**src/rtl/fcs_pkg.sv**
```systemverilog
`timescale 1ns/1ps
package fcs_pkg;
  localparam int unsigned AW        = 32;
  localparam int unsigned RAW       = 8;
  localparam logic [RAW-1:0] CFG_OFS = 8'h00;
  localparam logic [RAW-1:0] SEG_OFS = 8'h30;
  localparam int unsigned WE_LSB    = 16;
  localparam int unsigned TYPE_W    = 2;
  localparam logic [31:0] COARSE_MASK = 32'hFFFF_0000;
  localparam logic [31:0] FINE_MASK   = 32'h0FF0_0FF0;
  localparam int unsigned COARSE_SH = 23;
  localparam int unsigned FINE_SH   = 20;

  // decoded window: half-open range [lo, hi) on AW+1 bits
  typedef struct packed {
    logic          en;
    logic [AW:0]   lo;
    logic [AW:0]   hi;
  } win_t;
endpackage

```
**src/rtl/fcs_regs.sv**
```systemverilog
`timescale 1ns/1ps
module fcs_regs
  import fcs_pkg::*;
#(
  parameter int unsigned NUM_CS = 3,
  parameter bit          FINE   = 1'b0
) (
  input  logic                 clk,
  input  logic                 rst_n,
  input  logic                 wr_en,
  input  logic [RAW-1:0]       addr,
  input  logic [31:0]          wdata,
  output logic [31:0]          rdata,
  output logic [NUM_CS*32-1:0] seg_flat,
  output logic [NUM_CS-1:0]    we_bits
);
  localparam logic [31:0] SEG_MASK = FINE ? FINE_MASK : COARSE_MASK;
  localparam int unsigned TW       = TYPE_W * NUM_CS;

  logic [TW-1:0]     type_q, type_d;
  logic [NUM_CS-1:0] we_q, we_d;
  logic              cfg_en;
  logic [31:0]       cfg_word;
  logic [31:0]       seg_q [NUM_CS];

  // configuration word
  always_comb begin
    cfg_en = wr_en && (addr == CFG_OFS);
    type_d = wdata[TW-1:0];
    we_d   = wdata[WE_LSB +: NUM_CS];
  end

  always_ff @(posedge clk or negedge rst_n) begin
    if (!rst_n) begin
      type_q <= '0;
      we_q   <= '0;
    end else if (cfg_en) begin
      type_q <= type_d;
      we_q   <= we_d;
    end
  end

  // one segment register per chip-select
  for (genvar i = 0; i < NUM_CS; i++) begin : g_seg
    localparam logic [RAW-1:0] MY_OFS = SEG_OFS + RAW'(4 * i);
    logic        seg_en;
    logic [31:0] seg_d;

    always_comb begin
      seg_en = wr_en && (addr == MY_OFS);
      seg_d  = wdata & SEG_MASK;
    end

    always_ff @(posedge clk or negedge rst_n) begin
      if (!rst_n)      seg_q[i] <= '0;
      else if (seg_en) seg_q[i] <= seg_d;
    end

    assign seg_flat[i*32 +: 32] = seg_q[i];
  end

  // read mux
  always_comb begin
    cfg_word                    = '0;
    cfg_word[TW-1:0]            = type_q;
    cfg_word[WE_LSB +: NUM_CS]  = we_q;
    rdata = '0;
    if (addr == CFG_OFS) rdata = cfg_word;
    for (int i = 0; i < NUM_CS; i++) begin
      if (addr == SEG_OFS + RAW'(4 * i)) rdata = seg_q[i];
    end
  end

  assign we_bits = we_q;
endmodule

```
**src/rtl/fcs_window.sv**
```systemverilog
`timescale 1ns/1ps
module fcs_window
  import fcs_pkg::*;
#(
  parameter bit          FINE      = 1'b0,
  parameter logic [31:0] FINE_BASE = 32'h2000_0000
) (
  input  logic [31:0] seg,
  output win_t        win
);
  logic unused_bits;
  assign unused_bits = ^seg;

  if (FINE) begin : g_fine
    logic [AW:0] lo_ofs, hi_ofs;
    always_comb begin
      lo_ofs = (AW+1)'(seg[11:4]) << FINE_SH;
      hi_ofs = (AW+1)'({1'b0, seg[27:20]} + 9'd1) << FINE_SH;
      win.en = (seg[27:20] != 8'd0);
      win.lo = {1'b0, FINE_BASE} + lo_ofs;
      win.hi = {1'b0, FINE_BASE} + hi_ofs;
    end
  end else begin : g_coarse
    always_comb begin
      win.en = 1'b1;
      win.lo = (AW+1)'(seg[23:16]) << COARSE_SH;
      win.hi = (AW+1)'(seg[31:24]) << COARSE_SH;
    end
  end
endmodule

```
**src/rtl/fcs_pick.sv**
```systemverilog
`timescale 1ns/1ps
module fcs_pick #(
  parameter int unsigned N   = 3,
  parameter int unsigned IDW = (N > 1) ? $clog2(N) : 1
) (
  input  logic [N-1:0]   hit,
  output logic           found,
  output logic [IDW-1:0] idx
);
  // scan downward so the lowest set bit is the last one assigned
  always_comb begin
    found = 1'b0;
    idx   = '0;
    for (int i = N - 1; i >= 0; i--) begin
      if (hit[i]) begin
        found = 1'b1;
        idx   = IDW'(i);
      end
    end
  end
endmodule

```
**src/rtl/fcs_addr_decode.sv**
```systemverilog
`timescale 1ns/1ps
module fcs_addr_decode
  import fcs_pkg::*;
#(
  parameter int unsigned NUM_CS    = 3,
  parameter bit          FINE      = 1'b0,
  parameter logic [31:0] FINE_BASE = 32'h2000_0000,
  localparam int unsigned CSW      = (NUM_CS > 1) ? $clog2(NUM_CS) : 1
) (
  input  logic            clk,
  input  logic            rst_n,
  input  logic            reg_wr,
  input  logic [7:0]      reg_addr,
  input  logic [31:0]     reg_wdata,
  output logic [31:0]     reg_rdata,
  input  logic            req_valid,
  input  logic            req_write,
  input  logic [31:0]     req_addr,
  output logic            rsp_valid,
  output logic            rsp_err,
  output logic [CSW-1:0]  rsp_cs,
  output logic [31:0]     rsp_offset
);
  // reset: asserted asynchronously, released on the clock
  logic rst_m, rst_q_n;
  always_ff @(posedge clk or negedge rst_n) begin
    if (!rst_n) {rst_q_n, rst_m} <= 2'b00;
    else        {rst_q_n, rst_m} <= {rst_m, 1'b1};
  end

  logic [NUM_CS*32-1:0] seg_flat;
  logic [NUM_CS-1:0]    cs_we;

  fcs_regs #(.NUM_CS(NUM_CS), .FINE(FINE)) u_regs (
    .clk      (clk),
    .rst_n    (rst_q_n),
    .wr_en    (reg_wr),
    .addr     (reg_addr),
    .wdata    (reg_wdata),
    .rdata    (reg_rdata),
    .seg_flat (seg_flat),
    .we_bits  (cs_we)
  );

  win_t              win [NUM_CS];
  logic [NUM_CS-1:0] hit;

  for (genvar i = 0; i < NUM_CS; i++) begin : g_win
    fcs_window #(.FINE(FINE), .FINE_BASE(FINE_BASE)) u_win (
      .seg (seg_flat[i*32 +: 32]),
      .win (win[i])
    );
    assign hit[i] = win[i].en &&
                    ({1'b0, req_addr} >= win[i].lo) &&
                    ({1'b0, req_addr} <  win[i].hi);
  end

  logic           found;
  logic [CSW-1:0] pick_idx;

  fcs_pick #(.N(NUM_CS), .IDW(CSW)) u_pick (
    .hit   (hit),
    .found (found),
    .idx   (pick_idx)
  );

  // next-state
  logic [31:0]    lo_sel;
  logic           we_sel;
  logic           v_d, err_d;
  logic [CSW-1:0] cs_d;
  logic [31:0]    off_d;

  always_comb begin
    lo_sel = '0;
    we_sel = 1'b0;
    for (int i = 0; i < NUM_CS; i++) begin
      if (pick_idx == CSW'(i)) begin
        lo_sel = win[i].lo[AW-1:0];
        we_sel = cs_we[i];
      end
    end
    v_d   = req_valid;
    err_d = req_valid && (!found || (req_write && !we_sel));
    cs_d  = (req_valid && !err_d) ? pick_idx : '0;
    off_d = (req_valid && !err_d) ? (req_addr - lo_sel) : '0;
  end

  // response register
  always_ff @(posedge clk or negedge rst_q_n) begin
    if (!rst_q_n) begin
      rsp_valid  <= 1'b0;
      rsp_err    <= 1'b0;
      rsp_cs     <= '0;
      rsp_offset <= '0;
    end else begin
      rsp_valid  <= v_d;
      rsp_err    <= err_d;
      rsp_cs     <= cs_d;
      rsp_offset <= off_d;
    end
  end
endmodule

```
**config.mk**
```make
export PLATFORM = sky130hd
export DESIGN_NAME = fcs_addr_decode
export DESIGN_NICKNAME = d
export VERILOG_FILES = /design/src/rtl/fcs_pkg.sv /design/src/rtl/fcs_regs.sv /design/src/rtl/fcs_window.sv /design/src/rtl/fcs_pick.sv /design/src/rtl/fcs_addr_decode.sv
export SDC_FILE = /design/constraint.sdc
export NUM_CORES = 1
export LEC_CHECK = 0
export BUFFER_PORTS_ARGS = -buffer_cell sky130_fd_sc_hd__buf_2
export CAP_MARGIN = 20
export CORE_MARGIN = 4
export CORE_UTILIZATION = 58
export DETAILED_ROUTE_END_ITERATION = 10
export PLACE_DENSITY = 0.93
export SETUP_SLACK_MARGIN = 0.15
export SLEW_MARGIN = 20
export SYNTH_ARGS = -nofsm -noshare
export SYNTH_HDL_FRONTEND = slang
export SYNTH_SLANG_ARGS = --single-unit
```
**constraint.sdc**
```tcl
create_clock -name clk -period 5.2 [get_ports clk]
set_input_delay 0.52 -clock clk [delete_from_list [all_inputs] [get_ports clk]]
set_output_delay 0.52 -clock clk [all_outputs]
set_load 0.03 [all_outputs]
```
==> results.py, run 1 <==
metrics = {
    "logic_synthesis": {
        "ys_types": 54,
        "synth_compound_area_share_pct": 13.5,
        "syn_area_um2": 5810,
        "ys_top_cells_by_count": "95 x dfrtp_1, 75 x inv_1, 58 x mux2_2",
        "ys_ff_latch": 95,
        "synth_simple_gate_area_share_pct": 8.33,
        "synth_top_area_share_pct": 40.9,
        "synth_top_family_by_area": "multiplexers",
        "ys_async_sr_fraction_pct": 100,
        "netlist.top_cell.by_area": "dfrtp_1",
        "yosysSeqAreaShare_pct": 40.9,
        "synth_area_leaders": "dfrtp_1 41%, ha_1 11%, mux2_2 11%",
        "yosys.area_share.adder_pct": 11.8,
        "syn_inst": 547,
        "synthMuxAreaShare_pct": 16.7,
        "avgSynthCellArea_um2": 10.6,
        "synth-main-ff-cell": "dfrtp_1",
        "yosys.area_share.xor_xnor_pct": 1.06,
        "yosys_warnings": 0,
        "yosysMostFrequentCell": "dfrtp_1",
        "synth-edff-count": 0,
    },
    "cts": {
        "cts_root_buffer": "clkbuf_8",
        "clk_latency_ps": 380,
        "post-cts-setup-buffer-count": 0,
        "clock_sinks": 95,
        "clkTransAtPathRegs_ps": 90,
        "numCtsBuffers": 9,
        "h-tree-depth": 3,
        "clk_path_buf_depth": 2,
        "cts_tree": "done",
    },
    "drt": {
        "initialDrtViolationCount": 273,
        "wire_per_inst_um": 17.3,
        "dr.pass1.iters": 6,
        "vias": 4579,
        "vias_per_cell": 5.68,
        "drcViolationCount": 0,
        "totalWireLength_mm": 14.0,
        "antenna_left": 0,
    },
    "min_path": {
        "hold_path.class": "register to async pin",
    },
    "setup_path": {
        "critical-path-top-delay-family": "compound AO/OA/AOI/OAI gates",
        "worstSetupPathType": "register to register",
        "r2r_slack_ps": 940,
        "cp_slowest_stage_delay_ps": 410,
        "endpoint": "rsp_offset[31]",
        "slowest_stage": "fa_1",
        "cp.depth": 17,
        "r2r_start": "u_regs.seg_flat[22]",
        "timing.critical_path.buf_inv": 1,
        "cp.arrival_ps": 4520,
        "rr_worst_depth": 17,
        "crit_start": "u_regs.seg_flat[22]",
        "cp_max_fo": 9,
        "cp-start-kind": "register",
        "crit_chain": "inv_1, ha_1, a21o_1, a211oi_2, o2111ai_1, o211ai_4, nand3_4, mux2_4, mux2_2, ha_1, fa_1, nor2b_1, o21ai_0, a21oi_1, o41ai_1, xnor2_1, a211oi_1",
        "crit_top_cell": "ha_1",
        "endpoint_kind": "register",
        "worstPathRequired_ps": 5460,
        "reg2reg_to": "rsp_offset[31]",
    },
    "timing": {
        "setup-violations-final": 0,
        "hold_viol": 0,
        "fin_crit_sh_pct": 81.9,
        "whs_ps": 131,
        "maxSlewHeadroom_pct": 31.6,
        "fin_setup_tns_ps": 0,
        "fmax_mhz": 235,
        "fin_skew_ps": 13.3,
        "worstMarginPinSlew_ps": 1020,
        "period_needed_ps": 4260,
        "final-max-slew-violation-count": 0,
        "rsz0062_at_grt": "no",
    },
    "floorplan": {
        "fp.dieArea_um2": 11700,
        "die_w_um": 108,
        "coreArea_um2": 9770,
        "die_y_um": 108,
        "floorplan.initialDensity_pct": 59.4,
        "rows": 36,
        "num_io_pins": 145,
    },
    "placement": {
        "routabilityCongestion": 0.868,
        "numPortBuffers": 124,
        "placed_cells": 789,
        "hpwl_mm": 10.8,
    },
    "cells_and_area": {
        "diodes": 0,
        "drive_gt1_share_pct": 32.8,
        "fin_nets": 799,
        "area_growth_pct": 15.3,
        "fin_cells": 806,
        "num-fill-cells": 732,
        "post-route-util_pct": 68.6,
    },
    "grt": {
        "grt.total_usage_pct": 24.1,
        "grt-ovfl-total": 0,
        "antenna_found_initial": 0,
        "grt_pass1_wl_mm": 21.9,
        "grt_max_degree": 88,
        "grt_pass1_vias": 4528,
    },
    "power_and_ir_drop": {
        "power_w": 0.00152,
        "leakagePower_nw": 3.44,
        "vdd_drop_max_v": 0.000160,
        "cellPowerDensity_nw_per_um2": 227,
    },
    "job": {
        "maxCapViolCount": 0,
    },
    "status": {
        "status": "finished clean",
    },
}
## through the flow
stage / cell area, um2 / worst slack [ps]
detailed placement: 6510 / 691
floorplan: 5840 / 1280
CTS: 6700 / 985
global route: 6700 / 695
global placement: 6510 / 816
finish: 6700 / 939
## sequential cells by signal, indices dropped and copies added (netlist names)
| register | cells |
|---|---|
| u_regs.seg_flat | 48 |
| rsp_offset | 32 |
| u_regs.type_q | 6 |
| u_regs.we_bits | 3 |
| rsp_cs | 2 |
| rsp_err | 1 |
| rsp_valid | 1 |
| rst_m | 1 |
| rst_q_n | 1 |
## layout by cell type, fill, tap and decap left out, types with 4 or more instances in the layout
master,instances
nor4_1,6
nor2b_1,5
dfrtp_1,94
a211oi_1,30
nand2_1,23
o21ai_0,27
nand3_1,9
xnor2_1,4
conb_1,11
a21o_1,5
ha_1,53
a211oi_2,10
clkbuf_8,10
nor2_1,14
a22oi_1,5
nor3_1,7
buf_2,124
and2_1,6
mux2i_1,29
a21oi_1,7
inv_1,74
and3_1,4
buf_4,4
mux2_2,58
## worst min path at each step
stage	from	end	slack, ps
2_1_floorplan	rst_n	rst_m	220
3_3_place_gp	rst_q_n	u_regs.type_q[2]	120
3_5_place_dp	rst_q_n	u_regs.type_q[2]	120
4_1_cts	rst_q_n	u_regs.type_q[2]	130
5_1_grt	rst_q_n	u_regs.type_q[3]	140
6_report	rst_q_n	u_regs.type_q[2]	130
## power by group
part	internal (W)	total, W	switching [W]
Clock	0.000187	0.000441	0.000254
Combinational	0.000113	0.000287	0.000174
Sequential	0.000769	0.000790	0.0000210
## cells by family after synthesis
logic type,count (synthesis)
AOI/OAI and AO/OA,106
buffers and inverters,104
DFF,95
and+or+nand+nor,90
muxes,89
adders and majority gates,54
xor gates and xnor gates,7
other,2
## what timing repair did
action	in CTS	in global routing
resized for setup	0	0
setup endpoints to repair	0	0
hold buffers	1	0
endpoints found under the hold margin	2	0
## layer usage
metal / vias to the layer above / GRT usage [%] / wire (um)
met5: - / 0 / 0
met4: 0 / 7.84 / 281
met3: 31 / 4.84 / 918
met2: 179 / 40.9 / 6820
met1: 2197 / 31.1 / 5940
li1: 2172 / - / -
## final cells by class
class | count | area [um2] | area share, %
Multi-Input combinational cell | 357 | 3030 | 45.2
Sequential cell | 95 | 2380 | 35.5
Timing Repair Buffer | 130 | 672 | 10.0
Inverter | 75 | 282 | 4.20
Tap cell | 133 | 166 | 2.48
Clock buffer | 11 | 141 | 2.11
Clock inverter | 5 | 32.5 | 0.485
(Power assumes the default switching activity.)
==> inputs of run 2 (changes only) <==
--- a/config.mk
+++ b/config.mk
@@ -8,9 +8,9 @@
 export BUFFER_PORTS_ARGS = -buffer_cell sky130_fd_sc_hd__buf_2
 export CAP_MARGIN = 20
 export CORE_MARGIN = 4
-export CORE_UTILIZATION = 58
+export CORE_UTILIZATION = 49
 export DETAILED_ROUTE_END_ITERATION = 10
-export PLACE_DENSITY = 0.93
+export PLACE_DENSITY = 0.84
 export SETUP_SLACK_MARGIN = 0.15
 export SLEW_MARGIN = 20
 export SYNTH_ARGS = -nofsm -noshare
==> constraint.sdc (replaced) <==
create_clock -name clk -period 3.9 [get_ports clk]
set_input_delay 0.39 -clock clk [delete_from_list [all_inputs] [get_ports clk]]
set_output_delay 0.39 -clock clk [all_outputs]
set_load 0.03 [all_outputs]
==> run 2 against run 1 <==
  * Flip-flop and latch count is the same
  * Clock-buffer cell count is the same
  * Maximum frequency increased by 15%
  * Highest routed layer unchanged
  * Sequential share of layout area is 2.2 points lower
  * First-iteration DRC count rose by 23%
  * Clock power increased by 85%
  * Global-route usage decreased by 2.1 points
  * Critical path depth unchanged
  * Core utilization is 6.5 points lower
  * Non-clock buffer count rose by 23
  * Power rose by 51%
  * Worst setup slack worse by 740 ps
==> results.py, run 2 (synthesized netlist as in run 1, its figures left out) <==
metrics = {
    "status": {
        "status": "finished clean",
    },
    "timing": {
        "setup-violations-final": 0,
        "whs_ps": 205,
        "fin_crit_sh_pct": 94.8,
        "period_needed_ps": 3700,
        "final-max-slew-violation-count": 0,
        "worstMarginPinSlew_ps": 1050,
        "fin_skew_ps": 6.34,
        "hold_viol": 0,
        "rsz0062_at_grt": "yes",
        "fmax_mhz": 271,
        "maxSlewHeadroom_pct": 29.8,
        "fin_setup_tns_ps": 0,
    },
    "placement": {
        "placed_cells": 814,
        "routabilityCongestion": 0.896,
        "hpwl_mm": 11.1,
        "numPortBuffers": 124,
    },
    "cts": {
        "clk_latency_ps": 350,
        "clkTransAtPathRegs_ps": 60,
        "h-tree-depth": 3,
        "clock_sinks": 95,
        "cts_tree": "done",
        "clk_path_buf_depth": 2,
        "numCtsBuffers": 9,
        "cts_root_buffer": "clkbuf_16",
    },
    "drt": {
        "dr.pass1.iters": 5,
        "vias": 4678,
        "wire_per_inst_um": 17.7,
        "antenna_left": 0,
        "drcViolationCount": 0,
        "initialDrtViolationCount": 336,
        "vias_per_cell": 5.58,
        "totalWireLength_mm": 14.8,
    },
    "floorplan": {
        "coreArea_um2": 11500,
        "fp.dieArea_um2": 13700,
        "floorplan.initialDensity_pct": 50.5,
        "die_w_um": 117,
        "num_io_pins": 145,
        "die_y_um": 117,
        "rows": 39,
    },
    "power_and_ir_drop": {
        "power_w": 0.00229,
        "vdd_drop_max_v": 0.000247,
        "leakagePower_nw": 3.62,
        "cellPowerDensity_nw_per_um2": 321,
    },
    "cells_and_area": {
        "num-fill-cells": 925,
        "diodes": 0,
        "drive_gt1_share_pct": 38.1,
        "final_common_cell": "buf_2",
        "post-route-util_pct": 62.1,
        "largest_reg_flops": 48,
        "area_growth_pct": 23.1,
        "fin_nets": 822,
        "most-common-layout-cells": "124 x buf_2, 94 x dfrtp_1, 72 x inv_1",
        "fin_cells": 839,
    },
    "setup_path": {
        "cp-start-kind": "register",
        "r2r_start": "u_regs.seg_flat[22]",
        "rr_worst_depth": 17,
        "r2r_slack_ps": 200,
        "worstSetupPathType": "register to register",
        "endpoint_kind": "register",
        "cp_max_fo": 3,
        "cp.arrival_ps": 3950,
        "reg2reg_to": "rsp_offset[31]",
        "worstPathRequired_ps": 4160,
    },
    "grt": {
        "grt.total_usage_pct": 22.0,
        "antenna_found_initial": 0,
        "grt_max_degree": 94,
        "grt-ovfl-total": 0,
        "grt_pass1_vias": 4684,
        "grt_pass1_wl_mm": 23.1,
    },
    "job": {
        "maxCapViolCount": 0,
    },
    "min_path": {
        "hold_path.class": "input pin to register",
        "hold_start": "req_valid",
        "holdPathEnd": "rsp_valid",
        "whs_path_depth": 1,
    },
}
[run 2: changes by cell type in the layout (fill, tap and decap cells not counted), moves of 3 or more]
| cell | delta |
|---|---|
| a211oi_1 | -4 |
| a211oi_2 | +4 |
| buf_4 | +21 |
| clkbuf_16 | +10 |
| clkbuf_8 | -9 |
| o21ai_0 | -4 |
| o21ai_1 | +3 |
[run 2: per-layer routing]
layer  track usage, %  part of all wire (%)  vias up
li1                 -                     -     2203
met1             26.9                    42     2288
met2             38.3                    50      163
met3             4.27                   5.9       24
met4             8.87                   2.2        0
met5                0                     0        -
[run 2: worst max path at each step]
| stage | slack [ps] | endpoint | start |
|---|---|---|---|
| CTS | 170 | rsp_offset[31] | u_regs.seg_flat[51] |
| global placement | 10 | rsp_offset[31] | req_addr[29] |
| finish | 200 | rsp_offset[31] | u_regs.seg_flat[22] |
| global route | 30 | rsp_offset[31] | u_regs.seg_flat[22] |
| floorplan | 190 | rsp_offset[31] | req_addr[29] |
| detailed placement | -100 | rsp_offset[31] | req_addr[29] |
[run 2: layout make-up]
type,instances,area (um2),area share (%)
multi-input combinational,357,3140,43.9
sequential,95,2380,33.3
timing repair buffer,153,891,12.5
inverter,75,282,3.94
clock buffer,11,243,3.39
tap,143,179,2.50
clock inverter,5,33.8,0.472
[run 2: metrics by stage]
| step | instance area [um2] | worst slack, ps |
|---|---|---|
| global placement | 6670 | 14.9 |
| detailed placement | 6670 | -104 |
| global route | 7150 | 34.4 |
| finish | 7150 | 204 |
| CTS | 7030 | 166 |
| floorplan | 5860 | 189 |
[run 2: report_power, final]
group / internal [W] / leakage (nW) / switching [W]
Sequential: 0.00103 / 1.30 / 0.0000346
Clock: 0.000448 / 0.132 / 0.000366
Combinational: 0.000178 / 2.18 / 0.000240
Total: 0.00165 / 3.62 / 0.000641
[run 2: what timing repair did]
action                                  CTS  global route
endpoints found under the setup margin    3             5
pin swaps                                 9            11
resized for setup                        12            13
hold buffers                              1             0
buffers inserted                          2             4
endpoints found under the hold margin     2             0
[run 2: critical path, cell delays in order (launching register included)]
cell	delay, ps
dfrtp_1	400
inv_2	90
ha_4	200
a21o_1	160
a211oi_2	240
o2111ai_2	180
o211ai_4	250
nand3_4	110
mux2_4	310
mux2_4	290
ha_4	170
fa_2	350
nor2b_2	140
o21ai_2	80
a21oi_2	180
o41ai_2	80
xnor2_1	140
a211oi_1	230
==> inputs of run 3 (changes only) <==
--- a/config.mk
+++ b/config.mk
@@ -5,7 +5,7 @@
 export SDC_FILE = /design/constraint.sdc
 export NUM_CORES = 1
 export LEC_CHECK = 0
-export BUFFER_PORTS_ARGS = -buffer_cell sky130_fd_sc_hd__buf_2
+export BUFFER_PORTS_ARGS = -buffer_cell sky130_fd_sc_hd__buf_4
 export CAP_MARGIN = 20
 export CORE_MARGIN = 4
 export CORE_UTILIZATION = 49
==> run 3 against run 2 <==
  * Power grew 8.3%
  * Worst hold slack lost 28 ps
  * Flip-flop and latch count is the same
  * Sequential power is essentially flat
  * Maximum frequency shrank 0.56%
==> results.py, run 3 (synthesized netlist as in run 1, its figures left out) <==
metrics = {
    "timing": {
        "worstMarginPinSlew_ps": 997,
        "fmax_mhz": 269,
        "period_needed_ps": 3720,
        "hold_viol": 0,
        "setup-violations-final": 0,
        "fin_crit_sh_pct": 95.3,
        "fin_setup_tns_ps": 0,
        "maxSlewHeadroom_pct": 33.4,
        "final-max-slew-violation-count": 0,
        "fin_skew_ps": 11.6,
        "rsz0062_at_grt": "yes",
    },
    "floorplan": {
        "num_io_pins": 145,
        "coreArea_um2": 11500,
        "floorplan.initialDensity_pct": 50.5,
        "die_y_um": 117,
        "fp.dieArea_um2": 13700,
        "rows": 39,
        "die_w_um": 117,
    },
    "setup_path": {
        "cp_max_fo": 3,
        "worstSetupPathType": "register to register",
        "cp.arrival_ps": 3920,
        "endpoint_kind": "register",
        "worstPathRequired_ps": 4100,
        "cp-start-kind": "register",
        "r2r_slack_ps": 180,
    },
    "cells_and_area": {
        "multi_input_area_um2": 3170,
        "regArea_um2": 2380,
        "most-common-layout-cells": "143 x buf_4, 94 x dfrtp_1, 72 x inv_1",
        "fin_nets": 814,
        "largest_reg_flops": 48,
        "area_growth_pct": 28.3,
        "drive_gt1_share_pct": 37.9,
        "diodes": 0,
        "num-fill-cells": 907,
        "fin_area_um2": 7450,
        "final_common_cell": "buf_4",
    },
    "drt": {
        "antenna_left": 0,
        "vias": 4741,
        "vias_per_cell": 5.71,
        "initialDrtViolationCount": 384,
        "drcViolationCount": 0,
        "wire_per_inst_um": 18.2,
        "dr.pass1.iters": 5,
        "totalWireLength_mm": 15.1,
    },
    "cts": {
        "h-tree-depth": 3,
        "clock_sinks": 95,
        "cts_tree": "done",
        "numCtsBuffers": 9,
        "clk_path_buf_depth": 2,
        "clkTransAtPathRegs_ps": 70,
        "cts_root_buffer": "clkbuf_16",
        "clk_latency_ps": 350,
    },
    "placement": {
        "routabilityCongestion": 0.902,
        "numPortBuffers": 124,
        "placed_area_um2": 6970,
        "hpwl_mm": 11.3,
    },
    "status": {
        "status": "finished clean",
    },
    "grt": {
        "grt_max_degree": 52,
        "grt.total_usage_pct": 22.2,
        "antenna_found_initial": 0,
        "grt_pass1_vias": 4782,
        "grt_pass1_wl_mm": 23.6,
        "grt-ovfl-total": 0,
    },
    "power_and_ir_drop": {
        "vdd_drop_max_v": 0.000225,
        "leakagePower_nw": 3.66,
        "power_w": 0.00248,
        "cellPowerDensity_nw_per_um2": 333,
    },
    "min_path": {
        "hold_path.class": "input pin to register",
    },
    "job": {
        "maxCapViolCount": 0,
    },
}
==> run 3: changes by cell type in the layout (fill, tap and decap cells not counted), moves of 2 or more <==
cell	delta
buf_2	-124
ha_4	+2
bufinv_16	+2
buf_4	+118
o21ai_1	-2
clkinvlp_4	-2
ha_1	-2
==> run 3: worst max-delay path: stages, from the launching register on <==
cell	delay, ps
dfrtp_1	390
inv_2	90
ha_4	200
a21o_1	160
a211oi_2	300
o2111ai_2	190
o211ai_4	280
nand3_4	100
mux2_4	300
mux2_4	280
ha_4	170
fa_2	360
nor2b_2	130
o21ai_2	70
a21oi_2	180
o41ai_2	80
xnor2_1	220
a211oi_1	60
==> run 3: per-stage QoR <==
stage	instances	setup WS, ps	util (%)	hold slack [ps]
final	831	183	64.7	178
after floorplan	556	189	-	94.4
after global placement	811	-19.2	60.3	172
after CTS	829	89.3	63.6	167
after detailed placement	812	-96.8	60.5	173
after global routing	831	-6.63	64.7	178
==> run 3: power by group <==
| part | total (W) | switching (W) | internal [W] |
|---|---|---|---|
| Combinational | 0.000443 | 0.000241 | 0.000201 |
| Sequential | 0.00106 | 0.0000367 | 0.00103 |
| Clock | 0.000980 | 0.000383 | 0.000597 |
| Total | 0.00248 | 0.000661 | 0.00182 |
==> run 3: path summary, 6_finish.rpt <==
check	end	cells past startpoint	from
worst max-delay path	rsp_offset[31]	17	u_regs.seg_flat[22]
worst min-delay path	rsp_valid	1	req_valid
worst max register to register	rsp_offset[31]	17	u_regs.seg_flat[22]
worst min register to register	rsp_offset[31]	0	rst_q_n
max in group asynchronous	u_regs.seg_flat[92]	1	rst_q_n
min in group asynchronous	rsp_offset[31]	0	rst_q_n
==> run 3: layout make-up <==
type | count | area share [%]
multi-input cells | 357 | 42.5
flip-flops and latches | 95 | 31.9
repair buffers | 145 | 14.9
inverters | 75 | 3.78
clock buffers | 11 | 3.39
well taps | 143 | 2.40
clock inverters | 5 | 1.06
==> run 3: repair_timing <==
item,4_1_cts,5_1_grt
setup buffers,0,2
hold buffers,1,0
endpoints found under the setup margin,3,6
resized for setup,3,24
pin swaps,0,11
hold endpoints to repair,2,0
==> run 3: metal layers <==
metal  routed length (um)  GRT usage (%)
met5                    0              0
met4                  392           9.48
met3                  954           3.14
met2                 7570           38.3
met1                 6200           28.0
